**src/rtl/eep_pkg.sv**
```systemverilog
package eep_pkg;
  localparam int ADDR_W   = 16;
  localparam int DATA_W   = 8;
  localparam logic [3:0] CTRL_NIBBLE = 4'hD;
  localparam logic [2:0] READ_WINDOW = 3'b011;
  localparam int SCL_BIT  = 5;
  localparam int SDA_BIT  = 6;
  localparam int DIR_BIT  = 7;
  localparam int RD_BIT   = 4;

  typedef struct packed {
    logic dir_in;
    logic sda_req;
    logic scl_req;
  } ctrl_t;

  localparam ctrl_t CTRL_RESET = '{dir_in: 1'b0, sda_req: 1'b1, scl_req: 1'b1};
endpackage

```
**src/rtl/eep_bus_decode.sv**
```systemverilog
module eep_bus_decode
  import eep_pkg::*;
(
  input  logic [ADDR_W-1:0] addr,
  input  logic              rw,
  input  logic              m2,
  output logic              wr_hit,
  output logic              rd_hit
);
  logic cycle_valid;
  assign cycle_valid = m2;
  assign wr_hit = cycle_valid && !rw && addr[ADDR_W-1] && (addr[3:0] == CTRL_NIBBLE);
  assign rd_hit = cycle_valid && rw && (addr[ADDR_W-1 -: 3] == READ_WINDOW);
endmodule

```
**src/rtl/eep_ctrl_reg.sv**
```systemverilog
module eep_ctrl_reg
  import eep_pkg::*;
(
  input  logic              clk,
  input  logic              rst,
  input  logic              wr_en,
  input  logic [DATA_W-1:0] wdata,
  output ctrl_t             ctrl
);
  always_ff @(posedge clk) begin
    if (rst) begin
      ctrl <= CTRL_RESET;
    end else if (wr_en) begin
      ctrl.dir_in  <= wdata[DIR_BIT];
      ctrl.sda_req <= wdata[SDA_BIT];
      ctrl.scl_req <= wdata[SCL_BIT];
    end
  end
endmodule

```
**src/rtl/eep_pin_sync.sv**
```systemverilog
module eep_pin_sync #(
  parameter int STAGES = 2
) (
  input  logic clk,
  input  logic rst,
  input  logic pin,
  output logic level
);
  logic [STAGES-1:0] chain;
  always_ff @(posedge clk) begin
    if (rst) chain <= '1;
    else     chain <= {chain[STAGES-2:0], pin};
  end
  assign level = chain[STAGES-1];
endmodule

```
**src/rtl/eep_read_port.sv**
```systemverilog
module eep_read_port
  import eep_pkg::*;
(
  input  logic              clk,
  input  logic              rst,
  input  logic              rd_hit,
  input  logic              sda_level,
  output logic [DATA_W-1:0] dout,
  output logic [DATA_W-1:0] doe
);
  localparam logic [DATA_W-1:0] RD_MASK = DATA_W'(1) << RD_BIT;
  always_ff @(posedge clk) begin
    if (rst) begin
      dout <= '0;
      doe  <= '0;
    end else begin
      doe  <= rd_hit ? RD_MASK : '0;
      dout <= rd_hit ? (sda_level ? RD_MASK : '0) : '0;
    end
  end
endmodule

```
**src/rtl/eep_bitbang_port.sv**
```systemverilog
module eep_bitbang_port
  import eep_pkg::*;
#(
  parameter bit HAS_EEPROM  = 1'b1,
  parameter int SYNC_STAGES = 2
) (
  input  logic              clk,
  input  logic              rst,
  input  logic [ADDR_W-1:0] cpu_addr,
  input  logic [DATA_W-1:0] cpu_din,
  input  logic              cpu_rw,
  input  logic              cpu_m2,
  input  logic              sda_pin,
  output logic [DATA_W-1:0] cpu_dout,
  output logic [DATA_W-1:0] cpu_doe,
  output logic              scl_pull_low,
  output logic              sda_pull_low
);
  generate
    if (HAS_EEPROM) begin : g_port
      logic  wr_hit, rd_hit, sda_level;
      ctrl_t ctrl;

      eep_bus_decode u_dec (
        .addr(cpu_addr), .rw(cpu_rw), .m2(cpu_m2),
        .wr_hit(wr_hit), .rd_hit(rd_hit)
      );
      eep_ctrl_reg u_ctrl (
        .clk(clk), .rst(rst), .wr_en(wr_hit), .wdata(cpu_din), .ctrl(ctrl)
      );
      eep_pin_sync #(.STAGES(SYNC_STAGES)) u_sync (
        .clk(clk), .rst(rst), .pin(sda_pin), .level(sda_level)
      );
      eep_read_port u_rd (
        .clk(clk), .rst(rst), .rd_hit(rd_hit), .sda_level(sda_level),
        .dout(cpu_dout), .doe(cpu_doe)
      );
      assign scl_pull_low = !ctrl.scl_req;
      assign sda_pull_low = !ctrl.dir_in && !ctrl.sda_req;
    end else begin : g_absent
      assign cpu_dout     = '0;
      assign cpu_doe      = '0;
      assign scl_pull_low = 1'b0;
      assign sda_pull_low = 1'b0;
    end
  endgenerate
endmodule

```
**config.mk**
```make
export PLATFORM = sky130hd
export DESIGN_NAME = eep_bitbang_port
export DESIGN_NICKNAME = d
export VERILOG_FILES = /design/src/rtl/eep_pkg.sv /design/src/rtl/eep_bus_decode.sv /design/src/rtl/eep_ctrl_reg.sv /design/src/rtl/eep_pin_sync.sv /design/src/rtl/eep_read_port.sv /design/src/rtl/eep_bitbang_port.sv
export SDC_FILE = /design/constraint.sdc
export NUM_CORES = 1
export LEC_CHECK = 0
export BUFFER_PORTS_ARGS = -buffer_cell sky130_fd_sc_hd__buf_2
export CORE_AREA = 2 2 39 41
export DETAILED_ROUTE_END_ITERATION = 12
export DIE_AREA = 0 0 41 43
export PLACE_DENSITY = 0.72
export SYNTH_ARGS = -nofsm -noshare
export SYNTH_HDL_FRONTEND = slang
export SYNTH_SLANG_ARGS = --single-unit
```
**constraint.sdc**
```tcl
create_clock -name clk -period 2.2 [get_ports clk]
set_input_delay 0.22 -clock clk [delete_from_list [all_inputs] [get_ports clk]]
set_output_delay 0.22 -clock clk [all_outputs]
set_load 0.01 [all_outputs]
```
==> results.toml, run 1 <==
[die]
core_um2 = 1384
fp.dieW_um = 41
die_y_um = 43
dieArea_um2 = 1763
rows = 14
initial_core_util = 0.2712
io_pins = 47

[place]
gp_congestion = 0.5427
dp_slack_ns = 1.074
placed_cell_area_um2 = 425.4
portBuffers = 18
dp_hpwl_um = 447.1

[routing]
first_pass_iters = 2
viasPerCell = 3.615
wirelength_um = 539
first_iter_violations = 1
vias = 282
drc = 0
final_antenna_net_count = 0
routedWlPerCell_um = 6.910

[power]
total_power_uw = 274.6
p_leak_nw = 0.2349
p_per_area_nw_per_um2 = 607.8
ir_drop_v = 0.0002828

[yosys]
synth.avg_cell_area_um2 = 8.937
synth_simple_gate_area_share = 0.2367
synth_compound_area_frac = 0
synth_fa_ha_area_frac = 0
muxShareOfSynthArea = 0.08000
ys_seq_area_frac = 0.3733
synth_edf_count = 0
synth_top_family_by_area = "buffers and inverters"
syn_area_um2 = 375.4
synthArstFlopShare = 0
synthCells = 42
ys.flop_type = "dfxtp_1"
yosysUniqueCellTypes = 14
synth_seq_cells = 7
yosysWarnings = 0
synth_xor_xnor_area_share = 0

[clocking]
cts_tree = "done"
cts_sinks = 7
postCtsHoldBufs = 0
clk_pin_slew_worst_paths_ns = 0.05
numCtsBuffers = 3
cts_buffer_depth = 2
cts_resized = 0
htreeDepth = 1
clkLatencyLatePin_ns = 0.24
root_buffer = "clkbuf_4"
cts_post_setup_buffers_inserted = 0

[global_routing]
grt_overflow = 0
grt_antenna_before_repair = 0
grt_pass1_wl_um = 607
grt_max_degree = 10
grt_pass1_vias = 176
grt_util_all_layers = 0.06131

[sta]
layout_setup_ws_ns = 1.212
clock_skew_ns = 0.0001465
fin_crit_ns = 0.9885
tns_ns = 0
whs_ns = 0.1529
fin_crit_sh = 0.4493
drv_slew = 0
max_freq_ghz = 1.012
finalSetupViolCount = 0
hold_viol = 0
rsz0062_at_grt = "no"

[critical_path]
crit_buf_inv = 1
required_ns = 1.98
path_class = "flip-flop to output port"
crit_path_end_kind = "output port"
path_cells = "nor2_1, buf_2"
critPathTopFamily = "flip-flops"
cp_slowest_stage_delay_ns = 0.31
critPathMaxFanout = 2
slowest_stage = "dfxtp_1"
cp-start-kind = "flip-flop"
cp.arrival_ns = 0.77

[layout]
diodes = 0
stdcell_area_um2 = 451.7
final_nets = 92
syn_to_final_growth_pct = 20.33
layout-drive-gt1-share = 0.3871

[job]
max_cap_violations = 0

[outcome]
outcome = "complete, no violations"

[worst_hold_path]
hold_path.class = "input pin to flip-flop"
## cell families after synthesis
kind of cell | Yosys count
buffers and inverters | 16
DFF | 7
muxes | 3
other | 1
and+or+nand+nor | 15
## path summary, 6_finish.rpt
check / startpoint / end / slack [ns] / depth (start not counted)
worst min-delay path: sda_pin / g_port.u_sync.chain[0] / 0.15 / 2
worst min register to register: g_port.u_sync.chain[0] / g_port.u_sync.chain[1] / 0.41 / 1
worst max register to register: g_port.u_sync.chain[0] / g_port.u_sync.chain[1] / 1.55 / 1
worst max-delay path: g_port.u_ctrl.ctrl[1] / sda_pull_low / 1.21 / 2
## synth_stat cells, types with 2 or more instances
cell | count | area share
buf_4 | 14 | 0.28
dfxtp_1 | 7 | 0.37
nor2_1 | 5 | 0.050
mux2i_1 | 3 | 0.080
nand2b_1 | 2 | 0.033
nand4b_1 | 2 | 0.047
or2_2 | 2 | 0.033
## per-layer routing
layer | up-vias | part of all wire | global-route usage
met2 | 26 | 0.39 | 0.07813
li1 | 145 | - | -
met3 | 0 | 0.22 | 0.04712
met4 | 0 | 0 | 0.08000
met1 | 111 | 0.39 | 0.04839
met5 | - | 0 | 0
## stage by stage
stage,cells,utilization
after global routing,78,0.3264
after floorplan,55,-
final,78,0.3264
after CTS,78,0.3264
after detailed placement,74,0.3074
after global placement,74,0.3074
## cells in the final DEF, fill, tap and decap left out
cell type	n
inv_1	1
clkbuf_1	1
nand2b_1	2
dfxtp_1	7
or2_2	2
conb_1	14
nor3b_1	1
nand4b_1	2
buf_2	18
and2_1	1
nor2_1	5
mux2i_1	3
clkbuf_4	3
nand2_1	1
nor3_2	1
## report_power, final
group | switching (mW) | total, mW | leakage (nW) | internal [mW]
Sequential | 0.000384 | 0.130 | 0.0570 | 0.129
Clock | 0.0443 | 0.113 | 0.0150 | 0.0690
Combinational | 0.0185 | 0.0316 | 0.163 | 0.0130
## cell type report
type                       count  area, µm²
tap                           16      20.02
clock buffer                   4      26.28
sequential                     7      140.1
multi-input combinational     32      171.4
fill                         163      932.1
inverter                       1      3.754
timing repair buffer          18      90.09
## sequential cells by signal, summed over array words and instances (netlist names)
register	cells
g_port.u_rd.doe	1
g_port.u_ctrl.ctrl	3
g_port.u_rd.dout	1
g_port.u_sync.chain	2
(Power assumes the default switching activity.)
==> run 2, diff against run 1 <==
--- a/config.mk
+++ b/config.mk
@@ -6,9 +6,8 @@
 export NUM_CORES = 1
 export LEC_CHECK = 0
 export BUFFER_PORTS_ARGS = -buffer_cell sky130_fd_sc_hd__buf_2
-export CORE_AREA = 2 2 39 41
+export CORE_UTILIZATION = 27
 export DETAILED_ROUTE_END_ITERATION = 12
-export DIE_AREA = 0 0 41 43
 export PLACE_DENSITY = 0.72
 export SYNTH_ARGS = -nofsm -noshare
 export SYNTH_HDL_FRONTEND = slang
==> constraint.sdc (replaced) <==
create_clock -name clk -period 0.9 [get_ports clk]
set_input_delay 0.09 -clock clk [delete_from_list [all_inputs] [get_ports clk]]
set_output_delay 0.09 -clock clk [all_outputs]
set_load 0.01 [all_outputs]
==> run 2 against run 1 <==
  * Via count rose by 4.6%
  * Utilization up 3.2 points
  * Worst setup slack lost 1.2 ns
  * Cell area up 3.3%
  * Non-clock buffer count increased by 2
  * First-iteration DRC count increased to 5.0 times the previous value
  * Hold slack got worse by 0.13 ns
  * Die area is 12% lower
  * Clock power up 150%
  * Routed wire length rose by 1.9%
  * Sequential power grew 140%
==> results.toml, run 2 (same netlist as run 1, synthesis figures left out) <==
[place]
portBuffers = 18
gp_congestion = 0.5431
dp_slack_ns = -0.01978
placed_cell_area_um2 = 431.7

[clocking]
clk_pin_slew_worst_paths_ns = 0.05
postCtsHoldBufs = 0
root_buffer = "clkbuf_4"
clkLatencyLatePin_ns = 0.25
htreeDepth = 1
cts_buffer_depth = 2
cts_sinks = 7
numCtsBuffers = 3
cts_tree = "done"

[routing]
wl_met3_um = 99
wirelength_um = 549
vias = 295
met2WireLength_um = 225
viasPerCell = 3.734
topRoutingLayerUsed = "met3"
wl_met1_um = 224
routedWlPerCell_um = 6.949
final_antenna_net_count = 0
first_iter_violations = 5
first_pass_iters = 2
drc = 0

[power]
p_leak_nw = 0.2478
p_per_area_nw_per_um2 = 1447
ir_drop_v = 0.001089
total_power_uw = 675.4

[sta]
clock_skew_ns = 0.002471
fin_crit_sh = 0.9620
hold_viol = 0
fin_crit_ns = 0.8658
drv_slew = 0
finalSetupViolCount = 0
max_freq_ghz = 1.155
layout_setup_ws_ns = 0.03423
rsz0062_at_grt = "yes"

[critical_path]
required_ns = 0.81
cp.arrival_ns = 0.78
critPathMaxFanout = 2
crit_path_end_kind = "output port"
cp-start-kind = "flip-flop"
path_class = "flip-flop to output port"

[layout]
stdcell_area_um2 = 466.7
diodes = 0
final_common_cell = "buf_2"
n_fill_cell = 139
syn_to_final_growth_pct = 24.33
final_cell_mix = "buf_2, conb_1, dfxtp_1"
final_nets = 94
largest_reg_flops = 3
largest-register = "g_port.u_ctrl.ctrl"
layout-drive-gt1-share = 0.4219
reg_top3 = "g_port.u_ctrl.ctrl x3, g_port.u_sync.chain x2"

[global_routing]
grt_pass1_vias = 210
grt_pass1_wl_um = 772
grt_util_all_layers = 0.08314
grt_antenna_before_repair = 0
grt_overflow = 0
grt_max_degree = 10

[worst_hold_path]
hold_path.class = "input pin to flip-flop"

[die]
initial_core_util = 0.2885
rows = 13
core_um2 = 1301
io_pins = 47
dieArea_um2 = 1543
die_y_um = 39.29
fp.dieW_um = 39.29

[job]
max_cap_violations = 0

[outcome]
outcome = "complete, no violations"
-- run 2: worst paths after layout --
| kind | start | to | slack (ns) | cells past startpoint |
|---|---|---|---|---|
| max | g_port.u_ctrl.ctrl[2] | sda_pull_low | 0.03 | 2 |
| min | sda_pin | g_port.u_sync.chain[0] | 0.02 | 2 |
| max reg2reg | g_port.u_sync.chain[0] | g_port.u_sync.chain[1] | 0.25 | 1 |
| min reg2reg | g_port.u_sync.chain[0] | g_port.u_sync.chain[1] | 0.41 | 1 |
-- run 2: what timing repair did --
| action | 4_1_cts | 5_1_grt |
|---|---|---|
| endpoints found under the setup margin | 0 | 1 |
| setup buffers | 0 | 1 |
| gates resized for setup | 0 | 1 |
-- run 2: stage by stage --
| stage | instances | hold WS [ns] | util | setup TNS (ns) |
|---|---|---|---|---|
| 3_5_place_dp | 74 | 0.2735 | 0.3317 | -0.05299 |
| 5_1_grt | 79 | 0.01303 | 0.3587 | -0.01706 |
| 2_1_floorplan | 55 | 0.1938 | - | 0 |
| 4_1_cts | 78 | 0.01070 | 0.3519 | 0 |
| 3_3_place_gp | 74 | 0.2734 | 0.3317 | -0.01435 |
| 6_report | 79 | 0.02039 | 0.3587 | 0 |
-- run 2: report_power, final --
part,switching [mW],internal [mW]
Clock,0.111,0.169
Combinational,0.0456,0.0323
Sequential,0.00106,0.316
-- run 2: cell type report --
class,count,area (µm²),share of cell area
inverters,1,3.754,0.008043
well taps,15,18.77,0.04021
multi-input cells,32,171.4,0.3673
clock buffers,4,26.28,0.05630
repair buffers,20,105.1,0.2252
flip-flops and latches,7,141.4,0.3029
-- run 2: worst max-delay path, cell delays in order (launching register included) --
cell,delay [ns]
dfxtp_2,0.31
nor2_1,0.09
buf_2,0.13
-- run 2: layer usage --
layer	vias to the layer above	GRT usage
li1	149	-
met3	0	0.06818
met4	0	0.05172
met1	118	0.06897
met5	-	0
met2	28	0.1333
